**config.mk**
```make
export PLATFORM = sky130hd
export DESIGN_NAME = scanline_irq_counter
export DESIGN_NICKNAME = d
export VERILOG_FILES = /design/src/rtl/sirq_pkg.sv /design/src/rtl/sirq_rst_sync.sv /design/src/rtl/sirq_decode.sv /design/src/rtl/sirq_ctrl.sv /design/src/rtl/sirq_counter.sv /design/src/rtl/scanline_irq_counter.sv
export SDC_FILE = /design/constraint.sdc
export NUM_CORES = 1
export LEC_CHECK = 0
export ABC_CLOCK_PERIOD_IN_PS = 800
export BUFFER_PORTS_ARGS = -buffer_cell sky130_fd_sc_hd__buf_2
export CORE_MARGIN = 3
export CORE_UTILIZATION = 45
export CTS_CLUSTER_SIZE = 12
export DETAILED_ROUTE_END_ITERATION = 10
export HOLD_SLACK_MARGIN = 0.02
export PLACE_DENSITY = 0.74
export SYNTH_ARGS = -nofsm -noshare
export SYNTH_HDL_FRONTEND = slang
export SYNTH_SLANG_ARGS = --single-unit
```
**constraint.sdc**
```tcl
create_clock -name clk -period 0.8 [get_ports clk]
set_input_delay 0.08 -clock clk [delete_from_list [all_inputs] [get_ports clk]]
set_output_delay 0.08 -clock clk [all_outputs]
set_load 0.05 [all_outputs]
```
**src/rtl/sirq_pkg.sv**
```systemverilog
package sirq_pkg;
  typedef enum logic [2:0] {
    CMD_NONE,
    CMD_LATCH,
    CMD_RELOAD,
    CMD_OFF,
    CMD_ON
  } sirq_cmd_e;

  localparam logic [2:0] SEL_LATCH_GRP  = 3'b110;
  localparam logic [2:0] SEL_ENABLE_GRP = 3'b111;
endpackage

```
**src/rtl/sirq_rst_sync.sv**
```systemverilog
module sirq_rst_sync #(
  parameter int STAGES = 2
) (
  input  logic clk,
  input  logic rst_n,
  output logic rst_n_sync
);
  logic [STAGES-1:0] sync_q;

  always_ff @(posedge clk or negedge rst_n) begin
    if (!rst_n) sync_q <= '0;
    else        sync_q <= {sync_q[STAGES-2:0], 1'b1};
  end

  assign rst_n_sync = sync_q[STAGES-1];
endmodule

```
**src/rtl/sirq_decode.sv**
```systemverilog
module sirq_decode
  import sirq_pkg::*;
#(
  parameter int ADDR_W = 16
) (
  input  logic              wr_en,
  input  logic [ADDR_W-1:0] wr_addr,
  output sirq_cmd_e         cmd
);
  localparam int TOP = ADDR_W - 1;

  logic [2:0] grp;
  logic       unused_addr;

  assign grp         = wr_addr[TOP -: 3];
  assign unused_addr = ^wr_addr[TOP-3:1];

  always_comb begin
    cmd = CMD_NONE;
    if (wr_en) begin
      if (grp == SEL_LATCH_GRP)       cmd = wr_addr[0] ? CMD_RELOAD : CMD_LATCH;
      else if (grp == SEL_ENABLE_GRP) cmd = wr_addr[0] ? CMD_ON : CMD_OFF;
    end
  end
endmodule

```
**src/rtl/sirq_ctrl.sv**
```systemverilog
module sirq_ctrl
  import sirq_pkg::*;
#(
  parameter int DATA_W = 8
) (
  input  logic              clk,
  input  logic              rst_n,
  input  sirq_cmd_e         cmd,
  input  logic [DATA_W-1:0] wr_data,
  input  logic              line_tick,
  output logic              en_q,
  output logic              load,
  output logic [DATA_W-1:0] load_val
);
  logic [DATA_W-1:0] latch_q, latch_d;
  logic              pend_q, pend_d;
  logic              rmode_q, rmode_d;
  logic              en_d;
  logic              upd;

  assign upd = line_tick || (cmd != CMD_NONE);

  always_comb begin
    latch_d  = latch_q;
    pend_d   = pend_q;
    rmode_d  = rmode_q;
    en_d     = en_q;
    load     = 1'b0;
    load_val = wr_data;
    if (line_tick) rmode_d = 1'b0;
    case (cmd)
      CMD_LATCH: begin
        latch_d = wr_data;
        if (rmode_q) begin
          load   = 1'b1;
          pend_d = 1'b0;
        end else begin
          pend_d = 1'b1;
        end
      end
      CMD_RELOAD: begin
        load     = 1'b1;
        load_val = latch_q;
      end
      CMD_OFF: begin
        en_d    = 1'b0;
        rmode_d = 1'b1;
      end
      CMD_ON: begin
        en_d = 1'b1;
        if (pend_q) begin
          load     = 1'b1;
          load_val = latch_q;
        end
      end
      default: ;
    endcase
  end

  always_ff @(posedge clk or negedge rst_n) begin
    if (!rst_n) begin
      latch_q <= '0;
      pend_q  <= 1'b0;
      rmode_q <= 1'b0;
      en_q    <= 1'b0;
    end else if (upd) begin
      latch_q <= latch_d;
      pend_q  <= pend_d;
      rmode_q <= rmode_d;
      en_q    <= en_d;
    end
  end

  // disable enters direct-load mode with enable cleared
  a_r4_off_state: assert property (@(posedge clk) disable iff (!rst_n)
    (cmd == CMD_OFF) |=> (rmode_q && !en_q));
  // a strobe leaves direct-load mode unless a disable lands with it
  a_r7_tick_leaves_rmode: assert property (@(posedge clk) disable iff (!rst_n)
    (line_tick && cmd != CMD_OFF) |=> !rmode_q);
  // enable write sets the flag
  a_r6_on_sets_en: assert property (@(posedge clk) disable iff (!rst_n)
    (cmd == CMD_ON) |=> en_q);
  // a direct load leaves no pending reload behind
  a_r5_direct_clears_pend: assert property (@(posedge clk) disable iff (!rst_n)
    (cmd == CMD_LATCH && rmode_q) |=> !pend_q);
endmodule

```
**src/rtl/sirq_counter.sv**
```systemverilog
module sirq_counter #(
  parameter int DATA_W = 8
) (
  input  logic              clk,
  input  logic              rst_n,
  input  logic              load,
  input  logic [DATA_W-1:0] load_val,
  input  logic              tick,
  input  logic              en_q,
  input  logic              clr,
  output logic              irq_q
);
  localparam int CNT_W = DATA_W + 1;
  localparam logic signed [CNT_W-1:0] ONE  = CNT_W'(1);
  localparam logic signed [CNT_W-1:0] ZERO = '0;

  logic signed [CNT_W-1:0] cnt_q, cnt_d;
  logic                    irq_d;
  logic                    neg;
  logic                    undr;

  assign neg  = cnt_q[CNT_W-1];
  assign undr = tick && !load && (cnt_q == ZERO);

  always_comb begin
    cnt_d = cnt_q;
    if (load)             cnt_d = $signed({1'b0, load_val});
    else if (tick && !neg) cnt_d = cnt_q - ONE;
  end

  always_comb begin
    irq_d = irq_q;
    if (clr)               irq_d = 1'b0;
    else if (undr && en_q) irq_d = 1'b1;
  end

  always_ff @(posedge clk or negedge rst_n) begin
    if (!rst_n)            cnt_q <= '0;
    else if (load || tick) cnt_q <= cnt_d;
  end

  always_ff @(posedge clk or negedge rst_n) begin
    if (!rst_n) irq_q <= 1'b0;
    else        irq_q <= irq_d;
  end

  // a negative count is frozen without a load
  a_r9_hold_negative: assert property (@(posedge clk) disable iff (!rst_n)
    (!load && neg) |=> $stable(cnt_q));
  // a strobe on a non-negative count steps it down by one
  a_r7_decrement: assert property (@(posedge clk) disable iff (!rst_n)
    (tick && !load && !neg) |=> (cnt_q == $past(cnt_q) - ONE));
  // a load wins over a same-cycle strobe
  a_r11_load_wins: assert property (@(posedge clk) disable iff (!rst_n)
    load |=> (cnt_q == $signed({1'b0, $past(load_val)})));
  // disable drops the interrupt
  a_r4_clr_drops_irq: assert property (@(posedge clk) disable iff (!rst_n)
    clr |=> !irq_q);
  // the interrupt only rises on an enabled strobe
  a_r8_irq_cause: assert property (@(posedge clk) disable iff (!rst_n)
    (!irq_q && !(tick && en_q)) |=> !irq_q);
endmodule

```
**src/rtl/scanline_irq_counter.sv**
```systemverilog
module scanline_irq_counter
  import sirq_pkg::*;
#(
  parameter int ADDR_W = 16,
  parameter int DATA_W = 8
) (
  input  logic              clk,
  input  logic              rst_n,
  input  logic              wr_en,
  input  logic [ADDR_W-1:0] wr_addr,
  input  logic [DATA_W-1:0] wr_data,
  input  logic              line_tick,
  output logic              irq
);
  logic              rst_n_s;
  sirq_cmd_e         cmd;
  logic              en_w;
  logic              load_w;
  logic [DATA_W-1:0] load_val_w;
  logic              off_w;

  sirq_rst_sync #(.STAGES(2)) u_rst (
    .clk        (clk),
    .rst_n      (rst_n),
    .rst_n_sync (rst_n_s)
  );

  sirq_decode #(.ADDR_W(ADDR_W)) u_dec (
    .wr_en   (wr_en),
    .wr_addr (wr_addr),
    .cmd     (cmd)
  );

  assign off_w = (cmd == CMD_OFF);

  sirq_ctrl #(.DATA_W(DATA_W)) u_ctrl (
    .clk       (clk),
    .rst_n     (rst_n_s),
    .cmd       (cmd),
    .wr_data   (wr_data),
    .line_tick (line_tick),
    .en_q      (en_w),
    .load      (load_w),
    .load_val  (load_val_w)
  );

  sirq_counter #(.DATA_W(DATA_W)) u_cnt (
    .clk      (clk),
    .rst_n    (rst_n_s),
    .load     (load_w),
    .load_val (load_val_w),
    .tick     (line_tick),
    .en_q     (en_w),
    .clr      (off_w),
    .irq_q    (irq)
  );
endmodule

```
==> results of run 1 <==
[synthesized netlist by cell type, types with 2 or more instances]
library cell | count | share of area, %
sky130_fd_sc_hd__o21ai_1 | 7 | 3.2
sky130_fd_sc_hd__dfrtp_1 | 23 | 52
sky130_fd_sc_hd__xnor2_1 | 2 | 1.6
sky130_fd_sc_hd__clkbuf_1 | 2 | 0.68
sky130_fd_sc_hd__nand2_1 | 9 | 3.1
sky130_fd_sc_hd__and3_1 | 3 | 1.7
sky130_fd_sc_hd__mux2_2 | 6 | 6.1
sky130_fd_sc_hd__mux2_1 | 2 | 2.0
sky130_fd_sc_hd__nor3_1 | 5 | 2.3
sky130_fd_sc_hd__or3_1 | 4 | 2.3
sky130_fd_sc_hd__inv_1 | 4 | 1.4
sky130_fd_sc_hd__o21a_1 | 3 | 2.0
sky130_fd_sc_hd__nor2b_1 | 2 | 1.1
sky130_fd_sc_hd__nand3_1 | 2 | 0.91
sky130_fd_sc_hd__o21ai_0 | 8 | 3.6
sky130_fd_sc_hd__a21oi_1 | 3 | 1.4
[flip-flops by register name, summed over array words and instances (netlist names)]
register,cells
u_cnt.irq_q,1
u_ctrl.rmode_q,1
u_rst.sync_q,2
u_ctrl.latch_q,8
u_ctrl.pend_q,1
u_cnt.cnt_q,9
u_ctrl.en_q,1
[power by group through the flow]
stage | Combinational (mW) | Sequential [mW] | Clock (mW)
2_1_floorplan | 0.908 | 1.83 | 0
3_3_place_gp | 1.53 | 1.75 | 0
3_5_place_dp | 1.62 | 1.77 | 0
4_1_cts | 1.91 | 1.78 | 0.563
5_1_grt | 2.36 | 1.84 | 0.621
6_report | 2.20 | 1.81 | 0.547
[per-layer routing]
layer	up-vias	global-route usage, %	part of all wire (%)
met3	11	5.14	3.6
met5	-	0	0
li1	501	-	-
met2	28	37.2	53
met4	0	5.90	2.4
met1	525	23.5	41
[repair_timing]
item | 4_1_cts | 5_1_grt
hold buffers | 9 | 0
setup buffers | 1 | 2
gates resized for setup | 14 | 12
endpoints found under the hold margin | 10 | 0
setup endpoints to repair | 12 | 13
pin swaps | 4 | 3
[layout make-up]
type / count / area, um^2 / share of cell area [%]
Clock buffer: 3 / 22.5 / 1.26
Clock inverter: 1 / 5.00 / 0.279
Inverter: 4 / 15.0 / 0.838
Multi-Input combinational cell: 74 / 691 / 38.5
Sequential cell: 23 / 576 / 32.1
Tap cell: 28 / 35.0 / 1.96
Timing Repair Buffer: 56 / 448 / 25.0
[cells by family after synthesis]
group / count (synthesis) / share of synthesized area, %
compound gates: 29 / 16.3
xor+xnor: 2 / 1.59
fa+ha+maj: 1 / 1.13
buf+inv: 7 / 2.50
flops: 23 / 52.2
mux: 9 / 9.08
other cells: 1 / 0.340
simple gates: 32 / 16.8
[cell usage in the layout (no fill, tap or decap), types with 2 or more instances in the layout]
| master | Yosys | routed |
|---|---|---|
| sky130_fd_sc_hd__nor3_4 | 0 | 3 |
| sky130_fd_sc_hd__dfrtp_1 | 23 | 23 |
| sky130_fd_sc_hd__mux2_4 | 0 | 8 |
| sky130_fd_sc_hd__buf_4 | 0 | 27 |
| sky130_fd_sc_hd__o21ai_1 | 7 | 8 |
| sky130_fd_sc_hd__buf_6 | 0 | 4 |
| sky130_fd_sc_hd__and3_1 | 3 | 3 |
| sky130_fd_sc_hd__nand2_1 | 9 | 8 |
| sky130_fd_sc_hd__a21oi_2 | 0 | 2 |
| sky130_fd_sc_hd__or3_1 | 4 | 3 |
| sky130_fd_sc_hd__dlygate4sd3_1 | 0 | 9 |
| sky130_fd_sc_hd__inv_1 | 4 | 3 |
| sky130_fd_sc_hd__o21a_1 | 3 | 3 |
| sky130_fd_sc_hd__o21ai_0 | 8 | 6 |
| sky130_fd_sc_hd__buf_12 | 0 | 2 |
| sky130_fd_sc_hd__xnor2_1 | 2 | 2 |
| sky130_fd_sc_hd__clkbuf_4 | 0 | 3 |
| sky130_fd_sc_hd__buf_2 | 1 | 14 |
[worst paths after layout]
check	to	slack [ps]
max	u_cnt.cnt_q[5]	-830
min	u_rst.sync_q[0]	50
max reg2reg	u_cnt.cnt_q[5]	-830
min reg2reg	u_ctrl.rmode_q	210
max in group asynchronous	u_cnt.cnt_q[0]	450
min in group clk	u_cnt.irq_q	70
[through the flow]
stage	area, um^2	cells	setup TNS [ps]	hold slack (ps)	util, %
after floorplan	1210	104	-6880	-216	-
after global placement	1520	173	-9220	-135	66.8
after global routing	1790	189	-7820	45.4	78.7
after CTS	1720	187	-6790	39.2	75.5
after detailed placement	1520	173	-9990	-134	66.8
final	1790	189	-7010	54.9	78.7
==> results list, run 1 <==
* Result of the run: finished with violations
* Failing checks: negative setup slack
- Number of global-route vias before repair: 1144
- For the worst setup path, the data arrival time is 1840 ps.
- Net switching is a little over a third of the power.
* Required time reported for the critical path endpoint: 1010 ps
- Setup Viol. Count Final: 12
- Maximum number of pins on one net before global-route repair: 22
- Residual DRC: 0
- Horizontal extent of the die: 55.5 um
* Clock latency on the worst-skew pair: between 300 and 400 ps
- Sequential elements use 52.2% of the synthesized area.
- Avg WL per Cell: between 15 and 20 um
* Fin. max-slew vios: 0
- Sequential power share: 39.7%
* Clk Tree Root Cell: sky130_fd_sc_hd__clkbuf_4
- Die extent in y: 55.5 um
- In this run the worst hold path is classified as in2async.
- Remaining antenna violation count: 0
- On the worst path, the slowest cell contributes a delay of 530 ps.
* IO Pins: 29
- In this design, the largest share of critical-path delay is due to simple AND/OR/NAND/NOR gates.
- Number of antenna violations at the first check in global routing: 0
- Critical R2R Launch: u_cnt.cnt_q[1]
- Violation count after the first detailed-route iteration: 9
- 0 antenna diodes ended up in the layout.
* Total power per unit cell area: 2540 mW/mm^2
* Setup ws final: -830 ps
- Summed over all nets, the half-perimeter wirelength after detailed placement is 2070 um.
* Area of the core region: 0.00228 mm^2
- Clock period minus worst slack: approximately 1600 ps
- Cells traversed along the worst timing path: or4b_4 > buf_6 > o21a_1 > a211oi_2 > o21ai_1
- Final total power: 4.56 mW
- Summed over all layers, the routed wires come to 3200 um.
* Wire length of the first global-routing pass: ~5000 um
- Counting every sink on the clock net gives 23.
- In this run the number of H-tree levels came out at 1.
- Of the available clock period, the critical path in the final layout requires 204%.
- Number of cells on the worst reg-to-reg path: 5
- Initial core utilization: 48.4%
- GP Congestion: 0.854
- Die Footprint: around 0.003 mm^2
* Combinational group share of total power: 48.3%
- The longest clock path from root to sink contains 2 buffers.
- Total number of vias: 1065
- Count of standard-cell rows: 17
* Setup repair after global routing missed its margin: yes
- Logic depth of the worst setup path including buffers: 5
* Global route overflow: 0
- Buffers inserted during clock tree synthesis total 3.
- Commonest register cell after synthesis: sky130_fd_sc_hd__dfrtp_1
* Origin of the worst setup path: u_cnt.cnt_q[1]
- IR Drop Worst-Case VDD: 2.00 mV
* Clock transition time at the flip-flop clock pins of the worst setup and hold paths: 130 ps
- In the final design database the tool counted approximately 190 nets.
- Relative to the synthesized area, the layout overhead comes to 62.5%.
* Fmax achieved: 0.614 GHz
* Worst slack at placement: -810 ps
- Type of destination of the critical path: register
* Post-Syn Nets: 133
- Counting flops and latches in the post-synthesis netlist gives 23.
- After synthesis the cells add up to 0.00110 mm^2.
* Number of distinct standard cells referenced by the synthesized netlist: 35
- Via/cell ratio: 5.63
* Count of fill cells added during filler insertion: 141
- In this run the mean area of a mapped cell was 10.6 um^2.
- The worst setup path is launched from a register.
- Count of flip-flops with a built-in enable after synthesis: 0
- Internal power comes to 2.93 mW.
* Drt first pass iters: 4
* Share of final-layout standard cells stronger than drive strength 1: 51.6%
- In this run the power spent charging and discharging nets is 1.63 mW.
- In this run the static leakage power is 0.820 nW.
* Gate count of the mapped netlist: 104
- In the synthesized netlist the async set-or-reset flop fraction comes to 100%.
* Warning count from the yosys run: 0
* Critical Path Fanout Max: 4
- Global routing usage summed across all routing layers: roughly a fifth
- The tool flagged a number of max-cap violations equal to 0.
* Cell with the largest stage delay on the worst path: sky130_fd_sc_hd__or4b_4
- Crit Path Class: reg2reg
* Clock tree from TritonCTS: done
- In this run the tool buffered the top-level ports with 16 buffer cells.
- Total buffers and inverters traversed by the critical path: 1
- Final clock skew: 2.36 ps
* Part of the total power dissipated in the clock network: 12.0%
- Number of hold violations in the final report: 0
No activity file was read; power rests on OpenSTA's default activity.
==> run 2: changes to the inputs <==
--- a/config.mk
+++ b/config.mk
@@ -5,14 +5,14 @@
 export SDC_FILE = /design/constraint.sdc
 export NUM_CORES = 1
 export LEC_CHECK = 0
-export ABC_CLOCK_PERIOD_IN_PS = 800
+export ABC_AREA = 1
+export ABC_CLOCK_PERIOD_IN_PS = 1400
 export BUFFER_PORTS_ARGS = -buffer_cell sky130_fd_sc_hd__buf_2
-export CORE_MARGIN = 3
 export CORE_UTILIZATION = 45
 export CTS_CLUSTER_SIZE = 12
 export DETAILED_ROUTE_END_ITERATION = 10
 export HOLD_SLACK_MARGIN = 0.02
-export PLACE_DENSITY = 0.74
+export PLACE_DENSITY = 0.72
 export SYNTH_ARGS = -nofsm -noshare
 export SYNTH_HDL_FRONTEND = slang
 export SYNTH_SLANG_ARGS = --single-unit
==> constraint.sdc (replaced) <==
create_clock -name clk -period 1.4 [get_ports clk]
set_input_delay 0.14 -clock clk [delete_from_list [all_inputs] [get_ports clk]]
set_output_delay 0.14 -clock clk [all_outputs]
set_load 0.05 [all_outputs]
==> run 2 against run 1 <==
The flow now finishes without violations. Sequential cell count stayed put. Register-to-register slack better by 910 ps. Largest cell class unchanged. Sequential share of layout area is 7.3 points higher. Clock skew hardly changed. Global-route usage is 1.6 points lower. Setup slack better by 910 ps. Routed wire length is 20% lower. Worst hold slack worse by 17 ps.
==> results list, run 2 <==
- Result of the run: finished, final reports clean
- Library cell occupying the most area in the post-synthesis netlist: sky130_fd_sc_hd__dfrtp_1
- Clock tree synthesis selected as its root buffer the cell sky130_fd_sc_hd__clkbuf_4.
- The endpoint identified for the worst register-to-register timing path is u_cnt.irq_q.
- Summed over all cells, the static leakage comes to roughly 0.73 nW.
* Maximum Capacitance Violations: 0
* Area delta synth->final: 13.4%
- Top library cells by usage in the layout, fill and taps aside: 46 x sky130_fd_sc_hd__nand2_1, 23 x sky130_fd_sc_hd__dfrtp_1, 21 x sky130_fd_sc_hd__inv_1
- Yosys attributes the largest share of cell area to sky130_fd_sc_hd__dfrtp_1 45%, sky130_fd_sc_hd__nand2_1 13%, sky130_fd_sc_hd__nand3_1 6.6%.
- Largest register FFs: 9
* Maximum number of pins on one net before global-route repair: 22
- For this run the aggregate overflow at the end of global routing stands at 0.
* Number of distinct standard cells referenced by the synthesized netlist: 26
- Slack of the worst reg-to-reg path: 80 ps
- The region available for standard cell placement spans 0.00273 mm^2.
- Crit Path Class: reg2reg
- The slowest stage of the critical path belongs to the cell sky130_fd_sc_hd__dfrtp_1.
- Clock transition time at the flip-flop clock pins of the worst setup and hold paths: ~130 ps
* Share of flip-flops with an asynchronous set or reset: 100%
- In the final timing run, aggregate negative setup slack is 0 ps.
* Class of the tightest hold or removal check: in2reg
- Worst slack at placement: 81.9 ps
- After the flow finishes, the layout carries non-filler instances totaling about 220.
- Clock period minus worst slack: 1320 ps
- Post-synthesis sequential element count: 23
* Global routing usage summed across all routing layers: a little under a fifth
- The tree built by TritonCTS fans out to 23 sinks.
* Setup ws final: approximately 79 ps
- After layout, the design draws a total of between 2 and 2.5 mW.
* Number of nets at the end of the flow: 222
* Remaining antenna violation count: 0
- Post-Syn Area per Cell: roughly 7.7 um^2
- Post-synthesis sequential area ratio: 44.7%
- Detailed placer's ending HPWL: ~2000 um
- Mapped cell area: 0.00129 mm^2
* Fmax achieved: 0.757 GHz
- Worst EP arrival: around 1600 ps
* Total placed cells including tap cells: 217
- The count of final hold-check violations is 0.
- Setup repair after global routing missed its margin: yes
- Among cell families on the critical path, the largest total delay comes from simple AND/OR/NAND/NOR gates.
* Type of destination of the critical path: register
- CTS built an H-tree with a depth of 1.
* IR Drop Worst-Case VDD: approximately 1.1 mV
* Number of cells on the worst reg-to-reg path: 8
- Avg WL per Cell: 11.5 um
- The number of global-route vias before repair is 1115.
* Post-CTS Repair Setup Buffers: 0
* Violation count after the first detailed-route iteration: 20
- Most used standard cell by instance count after synthesis: sky130_fd_sc_hd__nand2_1
- In this run the worst path has a maximum fanout of 5.
- Die extent in y: 55.5 um
* Largest regs: u_cnt.cnt_q: 9 flops, u_ctrl.latch_q: 8 flops, u_rst.sync_q: 2 flops
* Share of the synthesized area in the top cell type: 44.7%
* Largest register by flop count: u_cnt.cnt_q
* Drt first pass iters: 4
- Gate count of the mapped netlist: 168
* Count of inserted antenna diode cells: 0
- Longest individual stage delay on the worst path: around 410 ps
- Count of standard-cell rows: 19
- TritonCTS built the clock tree.
* Critical R2R Launch: u_cnt.cnt_q[0]
- Commonest register cell after synthesis: sky130_fd_sc_hd__dfrtp_1
- Yosys printed 0 warnings.
- Cells on Worst Hold Path: 3
- For the worst setup path, the data required time is 1660 ps.
* DRT Wirelength: around 2600 um
- After synthesis, the most frequently instantiated cells are 46 x sky130_fd_sc_hd__nand2_1, 23 x sky130_fd_sc_hd__dfrtp_1, 22 x sky130_fd_sc_hd__inv_1.
- Counting every net in the synthesized netlist gives 197.
* Setup Viol. Count Final: 0
- Counting flops with a built-in enable in the synthesized netlist gives 0.
- For this design the top-level I/O count stands at 29.
* Number of CTS-inserted buffers: 3
- GP Congestion: 0.922
- Summing over every cut layer, the via total after detailed routing is 1139.
- Buffers placed on the I/O ports in this run total 16.
- Initial core utilization: 47.0%
- The floorplan step defined a die boundary enclosing 0.00308 mm^2.
- After detailed routing, the number of vias per cell comes to slightly above 5.
* Number of buffers on the longest clock path: 2
- Min-Delay Endpoint: u_ctrl.latch_q[5]
* Setup crit start kind: register
* Most common cell after layout, fill and taps aside: sky130_fd_sc_hd__nand2_1
- After filler insertion, the fill cell instance count of the layout stands at between 200 and 300.
* Final core area utilization: 53.4%
- Number of antenna violations at the first check in global routing: 0
* Hold wc startpoint: wr_data[5]
- Total power per unit cell area: between 1000 and 1500 mW/mm^2
- The post-route netlist has 19.3% of its cells at a drive strength greater than 1.
- In the finished design, the share of the clock period the worst path needs comes to 94.4%.
- The count of pins over their slew limit was 0.
- Residual DRC: 0
* Cells traversed along the worst timing path: inv_1 > ha_2 > nand3_1 > nor2_1 > nand3_1 > nor2_1 > nand2_1 > nand2_1
* Final clock skew: 2.38 ps
* Horizontal extent of the die: 55.5 um
- The later pin in the worst-skew pair is clocked with a latency of 310 ps.
- The first global-routing pass estimated ~4600 um of wire.
- Together, buffers and inverters on the worst path number 1.
## run 2: area by class of cell
type	instances	area (um^2)	share of cell area, %
multi-input cells	119	589	40.4
flip-flops and latches	23	576	39.5
repair buffers	23	138	9.43
inverters	23	90.1	6.17
well taps	31	38.8	2.66
clock buffers	3	22.5	1.54
clock inverters	1	5.00	0.343
## run 2: cells by family after synthesis
family | count (synthesis) | synth area share (%)
AND/OR/NAND/NOR | 90 | 31.9
AO/OA/AOI/OAI | 26 | 11.8
buffers and inverters | 26 | 9.63
flip-flops | 23 | 44.7
XOR/XNOR | 1 | 0.681
adder cells (fa/ha/maj) | 1 | 0.973
other | 1 | 0.292
## run 2: worst min-delay path: stages
cell and delay [ps]:
sky130_fd_sc_hd__buf_2 80, sky130_fd_sc_hd__nand2_1 40, sky130_fd_sc_hd__o21ai_0 60
## run 2: timing repair
item                                    CTS  global route
hold buffers                              2             0
endpoints found under the setup margin    0             2
endpoints found under the hold margin     3             0
resized for setup                         0             2
## run 2: worst max-delay path by stage
stage	start	to	slack (ps)	cells past startpoint
2_1_floorplan	u_cnt.cnt_q[0]	u_cnt.irq_q	230	8
3_3_place_gp	u_cnt.cnt_q[0]	u_cnt.irq_q	110	8
3_5_place_dp	u_cnt.cnt_q[0]	u_cnt.irq_q	80	8
4_1_cts	u_cnt.cnt_q[0]	u_cnt.irq_q	60	8
5_1_grt	u_cnt.cnt_q[0]	u_cnt.irq_q	-20	8
6_report	u_cnt.cnt_q[0]	u_cnt.irq_q	80	8
## run 2: power breakdown
part	switching [mW]	total, mW	internal [mW]
Sequential	0.126	0.990	0.864
Clock	0.206	0.313	0.107
Combinational	0.482	0.773	0.291
## run 2: metal layers
metal  GRT usage, %  share of wire [%]
met5              0                  0
met4           7.50                2.1
met3           2.81                2.8
met2           33.9                 49
met1           22.6                 46
## run 2: per-stage QoR
stage               hold slack (ps)  instance area, um^2
floorplan                      -156                 1290
global placement              -75.6                 1410
detailed placement            -73.0                 1410
CTS                            32.8                 1450
global route                   45.8                 1460
finish                         38.2                 1460
